==> src/rtl/wp_cmd_pkg.sv <==
`timescale 1ns/1ps
package wp_cmd_pkg;

    localparam int KEY_ADDR_W = 13;
    localparam int KEY_DATA_W = 8;
    localparam int N_PAT      = 7;

    localparam logic [KEY_ADDR_W-1:0] KEY_ADDR_HI = 13'h1555;
    localparam logic [KEY_ADDR_W-1:0] KEY_ADDR_LO = 13'h0AAA;

    // Matcher position inside a key sequence
    typedef enum logic [2:0] {
        M_IDLE   = 3'd0,
        M_K1     = 3'd1,
        M_K2     = 3'd2,
        M_D3     = 3'd3,
        M_D4     = 3'd4,
        M_D5     = 3'd5,
        M_ARM_OK = 3'd6,
        M_DIS_OK = 3'd7
    } match_st_t;

    // Flag action waiting for the end of the write period
    typedef enum logic [1:0] {
        PEND_NONE = 2'd0,
        PEND_SET  = 2'd1,
        PEND_CLR  = 2'd2
    } pend_t;

    // Events from the matcher to the flag keeper
    typedef struct packed {
        logic arm_hit;
        logic dis_hit;
        logic authorised;
    } seq_evt_t;

    // Pattern index: 0 AA@HI, 1 55@LO, 2 A0@HI, 3 80@HI, 4 AA@HI, 5 55@LO, 6 20@HI
    function automatic logic [KEY_ADDR_W-1:0] pat_addr(input int idx);
        return (idx == 1 || idx == 5) ? KEY_ADDR_LO : KEY_ADDR_HI;
    endfunction

    function automatic logic [KEY_DATA_W-1:0] pat_data(input int idx);
        case (idx)
            0, 4:    return 8'hAA;
            1, 5:    return 8'h55;
            2:       return 8'hA0;
            3:       return 8'h80;
            default: return 8'h20;
        endcase
    endfunction

endpackage

==> src/rtl/wp_key_match.sv <==
`timescale 1ns/1ps
module wp_key_match
    import wp_cmd_pkg::*;
#(
    parameter int ADDR_W = 13,
    parameter int DATA_W = 8
) (
    input  logic              clk,
    input  logic              clr,
    input  logic              wr_stb,
    input  logic [ADDR_W-1:0] wr_addr,
    input  logic [DATA_W-1:0] wr_data,
    input  logic              load_timeout,
    output logic              cmd_byte,
    output seq_evt_t          evt
);

    logic [N_PAT-1:0] hit;

    generate
        for (genvar g = 0; g < N_PAT; g++) begin : g_pat
            assign hit[g] = (wr_addr == ADDR_W'(pat_addr(g))) &&
                            (wr_data == DATA_W'(pat_data(g)));
        end
    endgenerate

    match_st_t st_q, st_d;
    logic      step_ok;

    always_comb begin
        st_d    = st_q;
        step_ok = 1'b0;
        if (wr_stb) begin
            case (st_q)
                M_IDLE: step_ok = hit[0];
                M_K1:   step_ok = hit[1];
                M_K2:   step_ok = hit[2] || hit[3];
                M_D3:   step_ok = hit[4];
                M_D4:   step_ok = hit[5];
                M_D5:   step_ok = hit[6];
                default: step_ok = 1'b0;
            endcase
            case (st_q)
                M_ARM_OK, M_DIS_OK: st_d = st_q;
                default: begin
                    if (!step_ok) begin
                        st_d = M_IDLE;
                    end else begin
                        case (st_q)
                            M_IDLE:  st_d = M_K1;
                            M_K1:    st_d = M_K2;
                            M_K2:    st_d = hit[2] ? M_ARM_OK : M_D3;
                            M_D3:    st_d = M_D4;
                            M_D4:    st_d = M_D5;
                            default: st_d = M_DIS_OK;
                        endcase
                    end
                end
            endcase
        end
        if (load_timeout) begin
            st_d = M_IDLE;
        end
    end

    always_ff @(posedge clk) begin
        if (clr) begin
            st_q <= M_IDLE;
        end else begin
            st_q <= st_d;
        end
    end

    assign cmd_byte       = step_ok;
    assign evt.arm_hit    = wr_stb && (st_q == M_K2) && hit[2];
    assign evt.dis_hit    = wr_stb && (st_q == M_D5) && hit[6];
    assign evt.authorised = (st_q == M_ARM_OK) || (st_q == M_DIS_OK);

endmodule

==> src/rtl/wp_flag_keep.sv <==
`timescale 1ns/1ps
module wp_flag_keep
    import wp_cmd_pkg::*;
(
    input  logic     clk,
    input  logic     rst,
    input  logic     factory_init,
    input  logic     write_done,
    input  seq_evt_t evt,
    output logic     prot_on
);

    pend_t pend_q;
    logic  flag_q;

    // The flag has no link to rst: only factory_init or a finished sequence moves it
    always_ff @(posedge clk) begin
        if (factory_init) begin
            flag_q <= 1'b0;
        end else if (!rst && write_done) begin
            case (pend_q)
                PEND_SET: flag_q <= 1'b1;
                PEND_CLR: flag_q <= 1'b0;
                default:  flag_q <= flag_q;
            endcase
        end
    end

    always_ff @(posedge clk) begin
        if (factory_init || rst) begin
            pend_q <= PEND_NONE;
        end else if (write_done) begin
            pend_q <= PEND_NONE;
        end else if (evt.arm_hit) begin
            pend_q <= PEND_SET;
        end else if (evt.dis_hit) begin
            pend_q <= PEND_CLR;
        end
    end

    assign prot_on = flag_q;

endmodule

==> src/rtl/wp_cmd_guard.sv <==
`timescale 1ns/1ps
module wp_cmd_guard
    import wp_cmd_pkg::*;
#(
    parameter int ADDR_W = 13,
    parameter int DATA_W = 8
) (
    input  logic              clk,
    input  logic              rst,
    input  logic              factory_init,
    input  logic              wr_stb,
    input  logic [ADDR_W-1:0] wr_addr,
    input  logic [DATA_W-1:0] wr_data,
    input  logic              load_timeout,
    input  logic              write_done,
    output logic              prot_on,
    output logic              cmd_byte,
    output logic              commit_en
);

    seq_evt_t evt;
    logic     match_clr;

    assign match_clr = rst || factory_init;

    wp_key_match #(
        .ADDR_W(ADDR_W),
        .DATA_W(DATA_W)
    ) u_match (
        .clk          (clk),
        .clr          (match_clr),
        .wr_stb       (wr_stb),
        .wr_addr      (wr_addr),
        .wr_data      (wr_data),
        .load_timeout (load_timeout),
        .cmd_byte     (cmd_byte),
        .evt          (evt)
    );

    wp_flag_keep u_flag (
        .clk          (clk),
        .rst          (rst),
        .factory_init (factory_init),
        .write_done   (write_done),
        .evt          (evt),
        .prot_on      (prot_on)
    );

    assign commit_en = !prot_on || evt.authorised;

endmodule

==> config.mk <==
export PLATFORM = sky130hd
export DESIGN_NAME = wp_cmd_guard
export DESIGN_NICKNAME = d
export VERILOG_FILES = /design/src/rtl/wp_cmd_pkg.sv /design/src/rtl/wp_key_match.sv /design/src/rtl/wp_flag_keep.sv /design/src/rtl/wp_cmd_guard.sv
export SDC_FILE = /design/constraint.sdc
export NUM_CORES = 1
export LEC_CHECK = 0
export BUFFER_PORTS_ARGS = -buffer_cell sky130_fd_sc_hd__buf_2
export CAP_MARGIN = 15
export CELL_PAD_IN_SITES_DETAIL_PLACEMENT = 0
export CELL_PAD_IN_SITES_GLOBAL_PLACEMENT = 1
export CORE_MARGIN = 8
export CORE_UTILIZATION = 33
export DETAILED_ROUTE_END_ITERATION = 10
export PLACE_DENSITY_LB_ADDON = 0.05
export RECOVER_POWER = 100
export SLEW_MARGIN = 20
export SYNTH_ARGS = -nofsm -noshare
export SYNTH_HDL_FRONTEND = slang
export SYNTH_SLANG_ARGS = --single-unit
export TNS_END_PERCENT = 30
==> constraint.sdc <==
create_clock -name clk -period 4.5 [get_ports clk]
set_clock_uncertainty 0.2 [all_clocks]
set_input_delay 0.225 -clock clk [delete_from_list [all_inputs] [get_ports clk]]
set_output_delay 0.225 -clock clk [all_outputs]
set_load 0.01 [all_outputs]
* Yosys cells after proc, flatten, opt, wreduce, memory -nomap -nowiden
Index checks and enable logic that the tools add are counted.
Storage, ports and cells: input port bits 27, register bits 6, logic and storage cells 57, output and inout port bits 3
Cells by class: reductions and logical operators 27, eq/ne operators 16, mux-type cells 9, bitwise logic cells 1
Operators by type and width (count):
- == test 8 bit, second input constant | 3
- case mux 3 bit (5 select lines) | 1
- == test 13 x 12 -> 1 bit, second input constant | 1
- == test 13 bit, second input constant | 1
- == test 3 bit, second input constant | 4
- logical AND 1 bit | 10
- OR reduction 2 bit | 5
- == test 8 x 6 -> 1 bit, second input constant | 1
- == test 8 x 7 -> 1 bit, second input constant | 1
- == test 3 x 2 -> 1 bit, second input constant | 2
- two-way mux 3 bit | 2
- logical OR 1 bit | 4
- two-way mux 1 bit | 4
- case mux 1 bit (4 select lines) | 1
- AND reduction 2 bit | 2
- nonzero test 2 bit | 2
- == test 3 x 1 -> 1 bit, second input constant | 1
- logical NOT 3 bit | 1
- OR reduction 3 bit | 1
- == test 2 x 1 -> 1 bit, second input constant | 1
- == test 2 bit, second input constant | 1
- logical NOT 1 bit | 2
- case mux 1 bit (2 select lines) | 1
- NOT 1 bit | 1

* Depth between registers and ports, before layout
depth after elaboration 6, gate-level depth with buffers 6, depth with buffers taken out 5

* By module
A second synthesis with hierarchy kept.
Unflattened totals: cell total of the unflattened synthesis 80, area, all modules 660.6 um2
Modules (own cells, without submodules):
- wp_key_match | area an instance 508.0 um2, cells each 63, instances 1, seq. area each 60.1 um2
- wp_flag_keep | area an instance 140.1 um2, cells each 15, instances 1, seq. area each 60.1 um2
- wp_cmd_guard | area an instance 12.5 um2, cells each 2, instances 1, seq. area each 0.0 um2

* Worst setup path after synthesis
OpenSTA, ideal clock, no wires.
path kind register -> output, start point reg u_match.st_q[1], end point out cmd_byte, buffers on the path 1, path slack 2493 ps, data required time 4075 ps, data arrival time 1582 ps, stages on the path, launching flop included 7, cells stage by stage dfxtp_1 > clkbuf_1 > or3b_2 > a21oi_1 > o21a_1 > o21ai_0 > a21oi_1
On the way: longest elaborated chain between the ends 5, elaborated cells between the ends (all ways) 11, those cells by class eq/ne: 5; mux: 3; reduce/logical: 3
Ends and longest elaborated chain:
- from (decl) | RTL line wp_key_match.sv:27 | match_st_t st_q, st_d;
- from (signal assigned) | RTL line wp_key_match.sv:70 | st_q <= st_d;
- == test 3 x 1 -> 1 bit, or another cell as far along | RTL line wp_key_match.sv:34 | case (st_q)
- OR reduction 2 bit (no line)
- case mux 1 bit (4 select lines) (*) | RTL line wp_key_match.sv:34
- two-way mux 1 bit (*) (2 in series) | RTL line wp_key_match.sv:33 | if (wr_stb) begin
- to (decl) | RTL line wp_cmd_guard.sv:17 | output logic cmd_byte,
Every way passes the cells marked *; elsewhere a longest branch is shown, timed or not. The select of a mux whose other input is x is not followed.

* Worst setup path after layout
Same ends and word-level chain as after synthesis.

==> results.json <==
{
  "hp-class": "primary input to register",
  "post_cts_resized": 0,
  "synth_edf_count": 0,
  "post_drt_wl_per_cell_um": 13.6,
  "h-tree-depth": 1,
  "clk_pin_slew_ns": 0.05,
  "rsz0062_at_grt": "no",
  "arrival_ns": 1.99,
  "grt_antenna_before_repair": 0,
  "syn-cell-area_um2": 617,
  "ant_nets": 0,
  "netlist_instances": 74,
  "synth.net_count": 102,
  "gr-usage-all-layers_pct": 10.8,
  "numCtsBuffers": 3,
  "critPathMaxFanout": 9,
  "worstPathCellList": "or3b_2 -> a21oi_1 -> o21a_1 -> o21ai_0 -> a21oi_1 -> clkbuf_1",
  "synth-seq-cells": 6,
  "start_util_pct": 35.3,
  "clk_latency_ns": 0.24,
  "syn_avg_cell_area_um2": 8.34,
  "drt_iter0_drc": 6,
  "drive_above_1_share_pct": 31.7,
  "fin_nets": 134,
  "via_per_inst": 5.57,
  "cts_buffer_depth": 2,
  "ys_warn_count": 0,
  "port_buffers": 29,
  "ys_types": 38,
  "grt_pass1_vias": 747,
  "vias": 718,
  "final-hold-violation-count": 0,
  "dp_hpwl_mm": 1.53,
  "period_share_pct": 53.7,
  "maxSlewHeadroom_pct": 66.8,
  "die_area_um2": 3510,
  "hold_depth": 3,
  "pin_count": 30,
  "power_mw": 0.129,
  "max_freq_mhz": 414,
  "cts_sinks": 6,
  "critPathTopFamily": "compound AO/OA/AOI/OAI gates",
  "cpMaxStageDelayCell": "dfxtp_1",
  "dieWidth_um": 59.2,
  "cts_tree": "built",
  "layout_min_cycle_time_ns": 2.42,
  "max-cap-violations": 0,
  "grt_pass1_wl_mm": 3.05,
  "area_growth_pct": 28.4,
  "slew_violations": 0,
  "rows": 15,
  "drtPass1Iterations": 4,
  "cts_root_buf": "clkbuf_4",
  "core_area_um2": 1750,
  "path_depth": 6,
  "endpoint_kind": "output pin",
  "crit_top_cell": "a21oi_1",
  "ys.flop_type": "dfxtp_1",
  "cpPeakStageDelay_ns": 0.48,
  "tightest_slew_ns": 0.494,
  "async_reset_ff_share_pct": 0,
  "timing.reg2reg.setup_slack_ns": 2.56,
  "p_leak_nw": 0.306,
  "n_antenna_cell": 0,
  "ir_worst_vdd_mv": 0.0645,
  "instances_no_fill": 129,
  "cp.required_ns": 4.07,
  "die_h_um": 59.2,
  "path_class": "register to output pin",
  "routed_wl_mm": 1.76,
  "gp_congestion": 0.799,
  "dp_cells": 125,
  "path_buf_inv": 1,
  "setup_violations": 0,
  "reg2reg_depth": 5,
  "postCtsSetupRepairBufs": 0,
  "drc": 0,
  "final.setup.tns_ns": 0,
  "overflow": 0,
  "yosysSeqAreaShare_pct": 19.5,
  "start_kind": "register",
  "powerDensity_nw_per_um2": 163,
  "status": "finished clean",
  "grt_max_degree": 11
}
-- worst register-to-register path: stages (launching register included) --
cell,delay [ns]
dfxtp_1,0.48
or3b_2,0.47
a21oi_1,0.15
o21a_1,0.19
a211oi_1,0.10
a211oi_1,0.25
-- per-layer routing --
metal  up-vias  track usage, %  wire length [µm]
li1        362               -                 -
met1       323            12.5               784
met2        27            18.0               850
met3         6            2.39                92
met4         0            5.80                31
met5         -               0                 0
-- layout make-up --
cell class / instances / area, µm²
Clock buffer: 3 / 22.5
Inverter: 2 / 7.51
Fill cell: 194 / 953
Sequential cell: 6 / 120
Tap cell: 25 / 31.3
Multi-Input combinational cell: 63 / 459
Timing Repair Buffer: 30 / 151
-- timing repair --
action,in CTS,in global routing
setup endpoints to repair,0,0
hold endpoints to repair,1,0
hold buffers,1,0
-- Yosys cell counts, drive strengths merged, types with 3 or more instances --
| library cell | number | area share (%) |
|---|---|---|
| nand4b | 4 | 5.7 |
| a21oi | 4 | 3.9 |
| o21ai | 4 | 3.2 |
| nand2 | 3 | 1.8 |
| clkbuf | 3 | 1.8 |
| dfxtp | 6 | 19 |
| nand3 | 3 | 2.4 |
| nor2 | 3 | 1.8 |
| nor4 | 5 | 8.5 |
| nor3b | 3 | 3.7 |
| a211oi | 3 | 3.7 |
| and4 | 3 | 4.3 |
-- power by group --
part           internal, mW  total [mW]  switching [mW]
Sequential           0.0533      0.0533   0.00000000203
Clock                0.0302      0.0502          0.0200
Combinational        0.0135      0.0253          0.0118
Total                0.0970       0.129          0.0319
-- registers in the layout, summed over array words and instances, names as in the netlist --
register and cells:
u_match.st_q 3, u_flag.prot_on 1, u_flag.pend_q 2
-- path summary, 6_finish.rpt --
path	start	endpoint
max	u_match.st_q[1]	cmd_byte
min	write_done	u_flag.pend_q[0]
max reg2reg	u_match.st_q[1]	u_match.st_q[2]
min reg2reg	u_flag.prot_on	u_flag.prot_on
-- cells in the final DEF (no fill, tap or decap), types with 2 or more instances in the layout --
master / n
a21o_1: 2
nand4b_1: 4
nor2_1: 3
nand2_1: 3
nor4_1: 4
a211oi_1: 3
nor3b_1: 3
a21oi_1: 3
buf_2: 26
or3_1: 2
dfxtp_1: 6
and4_1: 3
nand3_1: 3
clkbuf_1: 3
nor4bb_1: 2
inv_1: 2
and4b_1: 2
o21ai_0: 4
or4bb_1: 2
clkbuf_4: 3
and3_1: 2
-- logic make-up (layout without fill, tap and decap cells) --
kind of cell | after synthesis | after routing | share of synthesized area, %
adders and majority gates | 1 | 1 | 2.03
AOI/OAI and AO/OA | 16 | 16 | 16.6
and+or+nand+nor | 44 | 44 | 56.0
xor gates and xnor gates | 2 | 2 | 2.84
buffers and inverters | 5 | 35 | 3.04
DFF | 6 | 6 | 19.5
-- metrics by stage --
| stage | setup slack, ns | hold WS, ns | cell area [µm²] | util [%] |
|---|---|---|---|---|
| after floorplan | 2.49 | 0.0978 | 617 | - |
| after global placement | 2.36 | 0.215 | 782 | 44.8 |
| after detailed placement | 2.33 | 0.216 | 782 | 44.8 |
| after CTS | 2.10 | 0.0702 | 815 | 46.7 |
| after global routing | 1.99 | 0.0903 | 792 | 45.4 |
| final | 2.08 | 0.0752 | 792 | 45.4 |
(Power assumes the default switching activity.)
